--- src/rtl/sbr_pkg.sv ---
package sbr_pkg;

   // Kind of array access performed at a rising edge
   typedef enum logic [1:0] {
      ACC_NONE = 2'd0,
      ACC_RD   = 2'd1,
      ACC_WR   = 2'd2
   } acc_kind_e;

   // Width of the burst counter (four words per burst group)
   localparam int unsigned BURST_W = 2;

   // Number of byte lanes in a word
   localparam int unsigned NUM_LANES = 2;

endpackage

--- src/rtl/sbr_burst_ctr.sv ---
module sbr_burst_ctr #(
   parameter int unsigned CNT_W = 2
) (
   input  logic             clk,
   input  logic             rst,
   input  logic             load,
   input  logic [CNT_W-1:0] load_val,
   input  logic             adv,
   output logic [CNT_W-1:0] cur,
   output logic [CNT_W-1:0] nxt
);

   localparam logic [CNT_W-1:0] ONE = CNT_W'(1);

   if (CNT_W < 1) begin : g_bad_width
      $error("sbr_burst_ctr: CNT_W must be at least 1");
   end

   logic [CNT_W-1:0] cnt_q;

   // Linear order: plain increment wraps modulo 2**CNT_W
   assign nxt = cnt_q + ONE;
   assign cur = cnt_q;

   always_ff @(posedge clk) begin
      if (rst) begin
         cnt_q <= '0;
      end else if (load) begin
         cnt_q <= load_val;
      end else if (adv) begin
         cnt_q <= nxt;
      end
   end


   step_chk: assert property (@(posedge clk) disable iff (rst)
      (!load && adv) |=> (cur == $past(cur) + ONE));


   hold_chk: assert property (@(posedge clk) disable iff (rst)
      (!load && !adv) |=> $stable(cur));

endmodule

--- src/rtl/sbr_access_ctl.sv ---
module sbr_access_ctl
   import sbr_pkg::*;
#(
   parameter int unsigned ADDR_W = 6
) (
   input  logic              clk,
   input  logic              rst,
   input  logic [ADDR_W-1:0] addr,
   input  logic              ads_p_n,
   input  logic              ads_c_n,
   input  logic              adv_n,
   input  logic              we_n,
   input  logic [1:0]        bwe_n,
   input  logic              ce_n,
   output acc_kind_e         acc_kind,
   output logic [ADDR_W-1:0] acc_addr
);

   localparam int unsigned HI_W = ADDR_W - BURST_W;

   if (ADDR_W <= BURST_W) begin : g_bad_addr
      $error("sbr_access_ctl: ADDR_W must exceed the burst counter width");
   end

   logic              act_q;
   logic              sel_q;
   logic              first_q;
   logic              wr_ok_q;
   logic [HI_W-1:0]   base_hi_q;

   logic              load;
   logic              live;
   logic              step_adv;
   logic              access;
   logic              any_bwe;
   logic [BURST_W-1:0] low_cur;
   logic [BURST_W-1:0] low_nxt;

   assign load     = !ads_p_n || !ads_c_n;
   assign live     = !load && act_q && sel_q;
   assign step_adv = live && !first_q && !adv_n;
   assign access   = live && (first_q || !adv_n);
   assign any_bwe  = (bwe_n != 2'b11);

   always_comb begin
      if (!access) begin
         acc_kind = ACC_NONE;
      end else if (wr_ok_q && any_bwe) begin
         acc_kind = ACC_WR;
      end else begin
         acc_kind = ACC_RD;
      end
   end

   assign acc_addr = {base_hi_q, (step_adv ? low_nxt : low_cur)};

   sbr_burst_ctr #(
      .CNT_W (BURST_W)
   ) i_ctr (
      .clk      (clk),
      .rst      (rst),
      .load     (load),
      .load_val (addr[BURST_W-1:0]),
      .adv      (step_adv),
      .cur      (low_cur),
      .nxt      (low_nxt)
   );

   always_ff @(posedge clk) begin
      if (rst) begin
         act_q     <= 1'b0;
         sel_q     <= 1'b0;
         first_q   <= 1'b0;
         wr_ok_q   <= 1'b0;
         base_hi_q <= '0;
      end else if (load) begin
         act_q     <= 1'b1;
         sel_q     <= !ce_n;
         first_q   <= 1'b1;
         // processor strobe ignores we_n; a late write stays possible
         wr_ok_q   <= !ads_p_n ? 1'b1 : !we_n;
         base_hi_q <= addr[ADDR_W-1:BURST_W];
      end else if (access) begin
         first_q   <= 1'b0;
      end
   end


   p_abort_chk: assert property (@(posedge clk) disable iff (rst)
      !ads_p_n |-> (acc_kind == ACC_NONE));


   p_read_chk: assert property (@(posedge clk) disable iff (rst)
      (!ads_p_n && !ce_n) |=>
         (!(ads_p_n && ads_c_n && bwe_n == 2'b11) || acc_kind == ACC_RD));


   c_read_chk: assert property (@(posedge clk) disable iff (rst)
      (!ads_c_n && ads_p_n && we_n) |=> (acc_kind != ACC_WR));


   desel_chk: assert property (@(posedge clk) disable iff (rst)
      (load && ce_n) |=> (acc_kind == ACC_NONE));


   rst_idle_chk: assert property (@(posedge clk) disable iff (rst)
      ($past(rst) && ads_p_n && ads_c_n) |-> (acc_kind == ACC_NONE));

endmodule

--- src/rtl/sbr_lane_mem.sv ---
module sbr_lane_mem #(
   parameter int unsigned LANE_W = 9,
   parameter int unsigned ADDR_W = 6
) (
   input  logic              clk,
   input  logic              rst,
   input  logic              wr_en,
   input  logic              rd_en,
   input  logic [ADDR_W-1:0] addr,
   input  logic [LANE_W-1:0] wdata,
   output logic [LANE_W-1:0] rdata
);

   localparam int unsigned DEPTH = 1 << ADDR_W;

   if (LANE_W < 1) begin : g_bad_lane
      $error("sbr_lane_mem: LANE_W must be at least 1");
   end

   logic [LANE_W-1:0] mem_q [DEPTH];
   logic [LANE_W-1:0] rd_q;

   always_ff @(posedge clk) begin
      if (wr_en) begin
         mem_q[addr] <= wdata;
      end
   end

   always_ff @(posedge clk) begin
      if (rst) begin
         rd_q <= '0;
      end else if (rd_en) begin
         rd_q <= mem_q[addr];
      end else begin
         rd_q <= '0;
      end
   end

   assign rdata = rd_q;


   keep_chk: assert property (@(posedge clk) disable iff (rst)
      !wr_en |=> (mem_q[$past(addr)] == $past(mem_q[addr])));


   rd_gate_chk: assert property (@(posedge clk) disable iff (rst)
      (rdata != '0) |-> $past(rd_en));

endmodule

--- src/rtl/sbr_burst_sram.sv ---
module sbr_burst_sram
   import sbr_pkg::*;
#(
   parameter int unsigned ADDR_W = 6,
   parameter int unsigned LANE_W = 9
) (
   input  logic                  clk,
   input  logic                  rst,
   input  logic [ADDR_W-1:0]     addr,
   input  logic                  ads_p_n,
   input  logic                  ads_c_n,
   input  logic                  adv_n,
   input  logic                  we_n,
   input  logic                  bwe_hi_n,
   input  logic                  bwe_lo_n,
   input  logic                  ce_n,
   input  logic                  oe_n,
   input  logic [2*LANE_W-1:0]   din,
   output logic [2*LANE_W-1:0]   dout,
   output logic                  dout_vld
);

   localparam int unsigned DATA_W = NUM_LANES * LANE_W;

   if (DATA_W != 2 * LANE_W) begin : g_bad_lanes
      $error("sbr_burst_sram: the word must hold exactly two lanes");
   end

   acc_kind_e         acc_kind;
   logic [ADDR_W-1:0] acc_addr;
   logic [1:0]        bwe_n;
   logic              rd_en;
   logic              vld_q;

   assign bwe_n = {bwe_hi_n, bwe_lo_n};
   assign rd_en = (acc_kind == ACC_RD) && !oe_n;

   sbr_access_ctl #(
      .ADDR_W (ADDR_W)
   ) i_ctl (
      .clk      (clk),
      .rst      (rst),
      .addr     (addr),
      .ads_p_n  (ads_p_n),
      .ads_c_n  (ads_c_n),
      .adv_n    (adv_n),
      .we_n     (we_n),
      .bwe_n    (bwe_n),
      .ce_n     (ce_n),
      .acc_kind (acc_kind),
      .acc_addr (acc_addr)
   );

   for (genvar ln = 0; ln < NUM_LANES; ln++) begin : g_lane
      logic lane_we;
      assign lane_we = (acc_kind == ACC_WR) && !bwe_n[ln];

      sbr_lane_mem #(
         .LANE_W (LANE_W),
         .ADDR_W (ADDR_W)
      ) i_lane (
         .clk   (clk),
         .rst   (rst),
         .wr_en (lane_we),
         .rd_en (rd_en),
         .addr  (acc_addr),
         .wdata (din[ln*LANE_W +: LANE_W]),
         .rdata (dout[ln*LANE_W +: LANE_W])
      );
   end

   always_ff @(posedge clk) begin
      if (rst) begin
         vld_q <= 1'b0;
      end else begin
         vld_q <= rd_en;
      end
   end

   assign dout_vld = vld_q;


   vld_oe_chk: assert property (@(posedge clk) disable iff (rst)
      dout_vld |-> $past(!oe_n));


   vld_rd_chk: assert property (@(posedge clk) disable iff (rst)
      dout_vld |-> $past(acc_kind == ACC_RD));


   wr_bwe_chk: assert property (@(posedge clk) disable iff (rst)
      (acc_kind == ACC_WR) |-> !(bwe_hi_n && bwe_lo_n));


   idle_zero_chk: assert property (@(posedge clk) disable iff (rst)
      !dout_vld |-> (dout == '0));

endmodule

--- config.mk ---
export PLATFORM = sky130hd
export DESIGN_NAME = sbr_burst_sram
export DESIGN_NICKNAME = d
export VERILOG_FILES = /design/src/rtl/sbr_pkg.sv /design/src/rtl/sbr_burst_ctr.sv /design/src/rtl/sbr_access_ctl.sv /design/src/rtl/sbr_lane_mem.sv /design/src/rtl/sbr_burst_sram.sv
export SDC_FILE = /design/constraint.sdc
export NUM_CORES = 1
export LEC_CHECK = 0
export ABC_AREA = 1
export BUFFER_PORTS_ARGS = -buffer_cell sky130_fd_sc_hd__buf_2
export CORE_MARGIN = 8
export CORE_UTILIZATION = 50
export DETAILED_ROUTE_END_ITERATION = 12
export PLACE_DENSITY_LB_ADDON = 0.3
export SLEW_MARGIN = 30
export SYNTH_ARGS = -nofsm -noshare
export SYNTH_HDL_FRONTEND = slang
export SYNTH_HIERARCHICAL = 1
export SYNTH_SLANG_ARGS = --single-unit
--- constraint.sdc ---
create_clock -name clk -period 5.1 [get_ports clk]
set_input_delay 1.275 -clock clk [delete_from_list [all_inputs] [get_ports clk]]
set_output_delay 1.275 -clock clk [all_outputs]
set_load 0.02 [all_outputs]
# Word-level counts from Yosys, hierarchy flattened
# Memories as Yosys holds them, arrays and structs flattened. A register that Yosys moved wholly into a read port is not among the register bits.
# Cells that the tools add are included.
classes:
  addsub: 1
  n_eq_ne: 3
  mux: 11
  bitwise: 1
  n_reduce_logical: 23
op_table:
  columns: ["op", "n"]
  rows:
  - ["logical NOT 1 bit", 10]
  - ["logical AND 1 bit", 9]
  - ["two-way mux 2 bit", 4]
  - ["two-way mux 1 bit", 7]
  - ["adder 2 x 1 -> 2 bit (second input constant)", 1]
  - ["equality test 2 x 1 -> 1 bit (second input constant)", 1]
  - ["equality test 2 bit (second input constant)", 1]
  - ["logical OR 1 bit", 2]
  - ["inequality test 2 bit (second input constant)", 1]
  - ["nonzero test 2 bit", 1]
  - ["OR reduction 2 bit", 1]
  - ["inverter 1 bit", 1]
totals:
  register_bits: 11
  mem_bits_rw: 1152
  input_bits: 34
  output_inout_bits: 19
  word_cells: 48
  n_memories: 2
memory_table:
  columns: ["name", "depth", "width", "rd", "rd_ports_with_merged_regs", "write_ports", "line_no", "rtl"]
  rows:
  - ["g_lane[0].i_lane.mem_q", 64, 9, 1, 1, 1, "sbr_lane_mem.sv:20", "logic [LANE_W-1:0] mem_q [DEPTH];"]
  - ["g_lane[1].i_lane.mem_q", 64, 9, 1, 1, 1, "sbr_lane_mem.sv:20", null]

# Logic depth before layout (Yosys ltp)
depth:
  ltp_word: 11
  mapped_depth: 18
  mapped_depth_nobuf: 16

# Cells and area by module
# Netlist, hierarchy kept.
by_module_without_submodules:
  columns: ["module", "n_inst", "cells_per_inst", "area_per_inst_um2", "seq_area_each_um2"]
  rows:
  - ["sbr_lane_mem", 2, 2415, 24571.1, 17476.8]
  - ["sbr_access_ctl", 1, 53, 374.1, 160.2]
  - ["sbr_burst_ctr", 1, 22, 126.4, 40.0]
  - ["sbr_burst_sram", 1, 8, 57.6, 20.0]

# Least setup slack after synthesis
# No wires, ideal clock.
synth_timing:
  path_kind: "in2reg"
  start: "in ads_p_n"
  end: "mem g_lane[0].i_lane.mem_q[0][0], enable pin"
  setup_ns: 0.374
  t_arrival_ns: 2.967
  required_ns: 4.726
  path_slack_ns: 1.758
  path_stages: 9
  path_buffers: 1
  path_cell_list: "nand2_4 nor2_4 nand3_2 nand2_1 nand2_1 buf_2 nor2_1 nand3_1 nor2_1"
synth_via:
  elab_cells_between_ends: 14
  cone_classes: "1 x eq/ne; 4 x mux; 9 x reduce/logical"
synth_rtl:
  columns: ["item", "line_no", "rtl"]
  rows:
  - ["from (decl)", "sbr_burst_sram.sv:10", "input logic ads_p_n,"]
  - ["logical NOT 1 bit", null, null]
  - ["logical OR 1 bit", "sbr_access_ctl.sv:39", "assign load = !ads_p_n || !ads_c_n;"]
  - ["logical NOT 1 bit", "sbr_access_ctl.sv:40", "assign live = !load && act_q && sel_q;"]
  - ["logical AND 1 bit (2 in a row)", "sbr_access_ctl.sv:40", null]
  - ["logical AND 1 bit (2 in a row)", "sbr_access_ctl.sv:41", "assign step_adv = live && !first_q && !adv_n;"]
  - ["two-way mux 2 bit", "sbr_access_ctl.sv:55", "assign acc_addr = {base_hi_q, (step_adv ? low_nxt : low_cur)};"]
  - ["via acc_addr[1]", "sbr_burst_sram.sv:30", "logic [ADDR_W-1:0] acc_addr;"]
  - ["to (decl)", "sbr_lane_mem.sv:20", null]
# The timed path passes the listed nets, and every way through them passes these cells.

# Worst setup path after layout
layout_timing:
  start: "in adv_n"
  end: "mem g_lane[0].i_lane.mem_q[34][6], enable pin"
layout_via:
  elab_cells_between_ends: 10
  cone_classes: "1 x eq/ne; 4 x mux; 5 x reduce/logical"
layout_rtl:
  columns: ["item", "line_no", "rtl"]
  rows:
  - ["from (decl)", "sbr_burst_sram.sv:12", "input logic adv_n,"]
  - ["logical NOT 1 bit", "sbr_access_ctl.sv:41", null]
  - ["logical AND 1 bit", "sbr_access_ctl.sv:41", null]
  - ["two-way mux 2 bit", "sbr_access_ctl.sv:55", null]
  - ["via acc_addr[0]", "sbr_burst_sram.sv:30", null]
# The timed path passes the listed nets, and every way through them passes these cells.

==> key figures <==
Run status
  • Outcome: finished, final reports clean

Setup path
  • Endpoint class of the critical path: flip-flop
  • Critical path arrival: 4.14 ns
  • WP data required: 5.49 ns
  • Worst r2r src: i_ctl/first_q$_SDFFE_PP0P_
  • Levels on crit path: 10
  • CP max stage cell: nand3_1
  • Critical path buffers and inverters: 4
  • Reg2Reg Depth: 9
  • R2r endpoint: g_lane[0].i_lane/mem_q[34][6]$_DFFE_PP_
  • R2R setup slack: approximately 1.7 ns
  • Startpoint Class: input pin
  • Type of the worst setup path: in2reg
  • CP Max Fanout: 72
  • Critical-path cell list: buf_2 > nor2_1 > nand3_2 > nand2_1 > nand2_4 > inv_8 > buf_12 > nand3_1 > nor2_1 > buf_4
  • Crit path largest cell delay: 0.56 ns
  • Most frequent CP cell: nor2_1
  • Delay-heaviest family, CP: simple AND/OR/NAND/NOR gates

Route
  • DR WL/cell: about 20 um
  • Final WL: 126000 um
  • Initial DRC Count: ~4200
  • Antenna viol nets, final: 0
  • Detailed-route vias per instance: approximately 5.3
  • Vias: ~34000
  • Initial DRT Pass Iterations: 5
  • DRC Markers: 0

Pwr
  • Combinational Power Share: under 10%
  • Sequential share of power: ~52%
  • Clock Power Share: 40.9%
  • P_int: ~0.016 W
  • Sw Share: 22.8%
  • VDD IR-drop max: 0.290 mV
  • Sw Pwr: 0.00466 W
  • Leak Pwr: 23.3 nW
  • Power Dens Cells: 365 nW/um2

Global routing
  • GRT Resource Usage Total: between 20% and 30%
  • Congestion Overflow GR: 0
  • Initial antenna violation count: 2
  • Vias in the first global route: around 32000
  • Pin count of the biggest net entering global routing: 135
  • First-pass GRT wire length: between 150000 and 200000 um

STA
  • Peak Freq: 267 MHz
  • Final slew viol count: 0
  • Final hold slack: 0.470 ns
  • Max-slew headroom: around 38%
  • Min cycle time layout: 3.75 ns
  • Final Hold Viols: 0
  • Final period util: 73.5%
  • Setup TNS: 0 ns
  • Final setup skew: 0.0281 ns
  • Final setup violating endpoints: 0
  • RSZ-0062 raised after global routing: no
  • Worst-margin pin slew: 0.935 ns

Die
  • Die Footprint: 110000 um2
  • Initial cell density of the core: 50.5%
  • Die height: 331 um
  • Floorplan row count: 115
  • Die X: 331 um
  • Num ports: 53
  • Core ar.: 98400 um2

Layout
  • Ratio of cells with drive above 1 in the final layout: 8.71%
  • Synth-to-Final Area Change: 12.6%
  • Fill cells: 8129
  • Nets: between 5000 and 6000
  • Util after Layout: 56.9%

Logic synthesis
  • Synthesized area: roughly 50000 um2
  • Yosys cell types: 27
  • Synth top cells by count: nand2_1 (3097), edfxtp_1 (1152), nor2_1 (215)
  • Mean Syn Cell Area: about 10 um2
  • Post-Syn Instances: slightly below 5000
  • Yosys warning count: 6
  • Top cells by area, synth: edfxtp_1 (70%), nand2_1 (23%), nor2_1 (1.6%)
  • Ys flop type: edfxtp_1
  • Most frequent cell after synthesis: nand2_1
  • Seq cells post-synth: 1181
  • Top cell type's share of synthesized area: 69.6%
  • Cell taking the most area after synthesis: edfxtp_1
  • Syn nets: 4947
  • Fraction of registers with async set/reset: 0%
  • Sequential share of the synthesized area: 70.8%
  • EDFF count, synth: around 1200

Run
  • Max-cap violation count: 0

Clock network
  • Post-CTS setup buffer count: 0
  • Post_cts resized: 0
  • Clock Sinks: between 1000 and 1500
  • Hold buffers post-CTS: 0
  • Number of buffers created by CTS: 117
  • Reg clk slew, reported paths: ~0.06 ns
  • Clock Tree Root: clkbuf_16
  • Clock Tree Buf Depth: 3
  • CTS tree: done
  • Htree depth: 3
  • Clk_lat worst skew: 0.70 ns

Hold path
  • HP Class: reg2reg
  • Hold path start: i_ctl/wr_ok_q$_SDFFE_PP0P_
  • Hold Path Sink: i_ctl/wr_ok_q$_SDFFE_PP0P_
  • Worst Hold Depth: 2

Place
  • # port buffers: 52
  • Gpl congestion: 0.899
  • HPWL after DPL: 75000 um
[placed cells by master, fill, tap and decap left out, types with 8 or more instances in the layout]
cell type	netlist	layout
a21oi_1	22	22
buf_12	0	15
buf_2	150	51
buf_4	12	182
bufinv_16	0	8
clkbuf_1	22	22
clkbuf_16	0	120
clkbuf_8	0	8
clkinv_1	0	23
clkinv_2	0	29
dfxtp_1	29	28
edfxtp_1	1152	1152
inv_1	63	61
nand2_1	3097	3095
nand3_1	40	40
nor2_1	215	215
nor3_2	9	9
o211ai_1	16	16
o21ai_0	15	15
o21ai_1	8	8
[how the worst max path moves through the flow]
stage                                                   end  slack, ns    start
finish              g_lane[0].i_lane/mem_q[34][6]$_DFFE_PP_       1.35    adv_n
detailed placement  g_lane[0].i_lane/mem_q[34][6]$_DFFE_PP_       0.78    adv_n
global route           g_lane[1].i_lane/rdata[4]$_SDFF_PP0_       1.26    adv_n
CTS                 g_lane[0].i_lane/mem_q[34][1]$_DFFE_PP_       1.51    adv_n
global placement    g_lane[0].i_lane/mem_q[34][1]$_DFFE_PP_       0.78    adv_n
floorplan            g_lane[0].i_lane/mem_q[0][0]$_DFFE_PP_       1.76  ads_p_n
[power groups by stage]
stage	clock network, W	logic (W)	registers, W
2_1_floorplan	0	0.000821	0.0109
3_3_place_gp	0	0.00137	0.0109
3_5_place_dp	0	0.00138	0.0109
4_1_cts	0.00848	0.00139	0.0107
5_1_grt	0.00882	0.00156	0.0107
6_report	0.00836	0.00140	0.0107
[flip-flops by register name, summed over array words and instances, names as in the netlist]
register,flops
g_lane.i_lane/mem_q,1152
i_ctl/wr_ok_q,1
i_ctl/i_ctr/cur,2
dout_vld,1
i_ctl/sel_q,1
i_ctl/first_q,1
g_lane.i_lane/rdata,18
i_ctl/base_hi_q,4
i_ctl/act_q,1
[logic make-up after synthesis]
family / count (synthesis) / share of synthesized area (%)
AOI/OAI and AO/OA: 62 / 0.710
DFF: 1181 / 70.8
and+or+nand+nor: 3378 / 25.8
buffers and inverters: 292 / 2.67
[per-layer routing]
| layer | part of all wire, % | vias to the layer above | track usage [%] |
|---|---|---|---|
| met1 | 43 | 16000 | 32.7 |
| met3 | 9.6 | 203 | 3.95 |
| li1 | - | 16200 | - |
| met4 | 2.7 | 0 | 6.36 |
| met2 | 45 | 1564 | 34.5 |
| met5 | 0 | - | 0 |
[layout make-up]
cell class,count,area (um2),area share [%]
flip-flops and latches,1181,35200,62.8
multi-input cells,3440,13200,23.6
clock buffers,150,3200,5.71
repair buffers,249,1950,3.48
well taps,1287,1610,2.88
clock inverters,67,552,0.986
inverters,70,283,0.505
diodes,2,5.00,0.00894
[tightest hold or removal path, cell delays in order, from the launching register on]
cell     delay (ns)
dfxtp_1        0.31
nand2_1        0.06
a21oi_1        0.05
[through the flow]
stage                     total power [W]  area, um2  std cells  setup slack, ns
after global routing               0.0210      56000       6444             1.26
after detailed placement           0.0123      52200       6227            0.779
after CTS                          0.0205      56000       6444             1.51
after global placement             0.0122      52200       6226            0.776
after floorplan                    0.0117      49700       4913             1.76
final                              0.0204      56000       6446             1.35
Note: power is estimated with default switching activity, not from simulation.
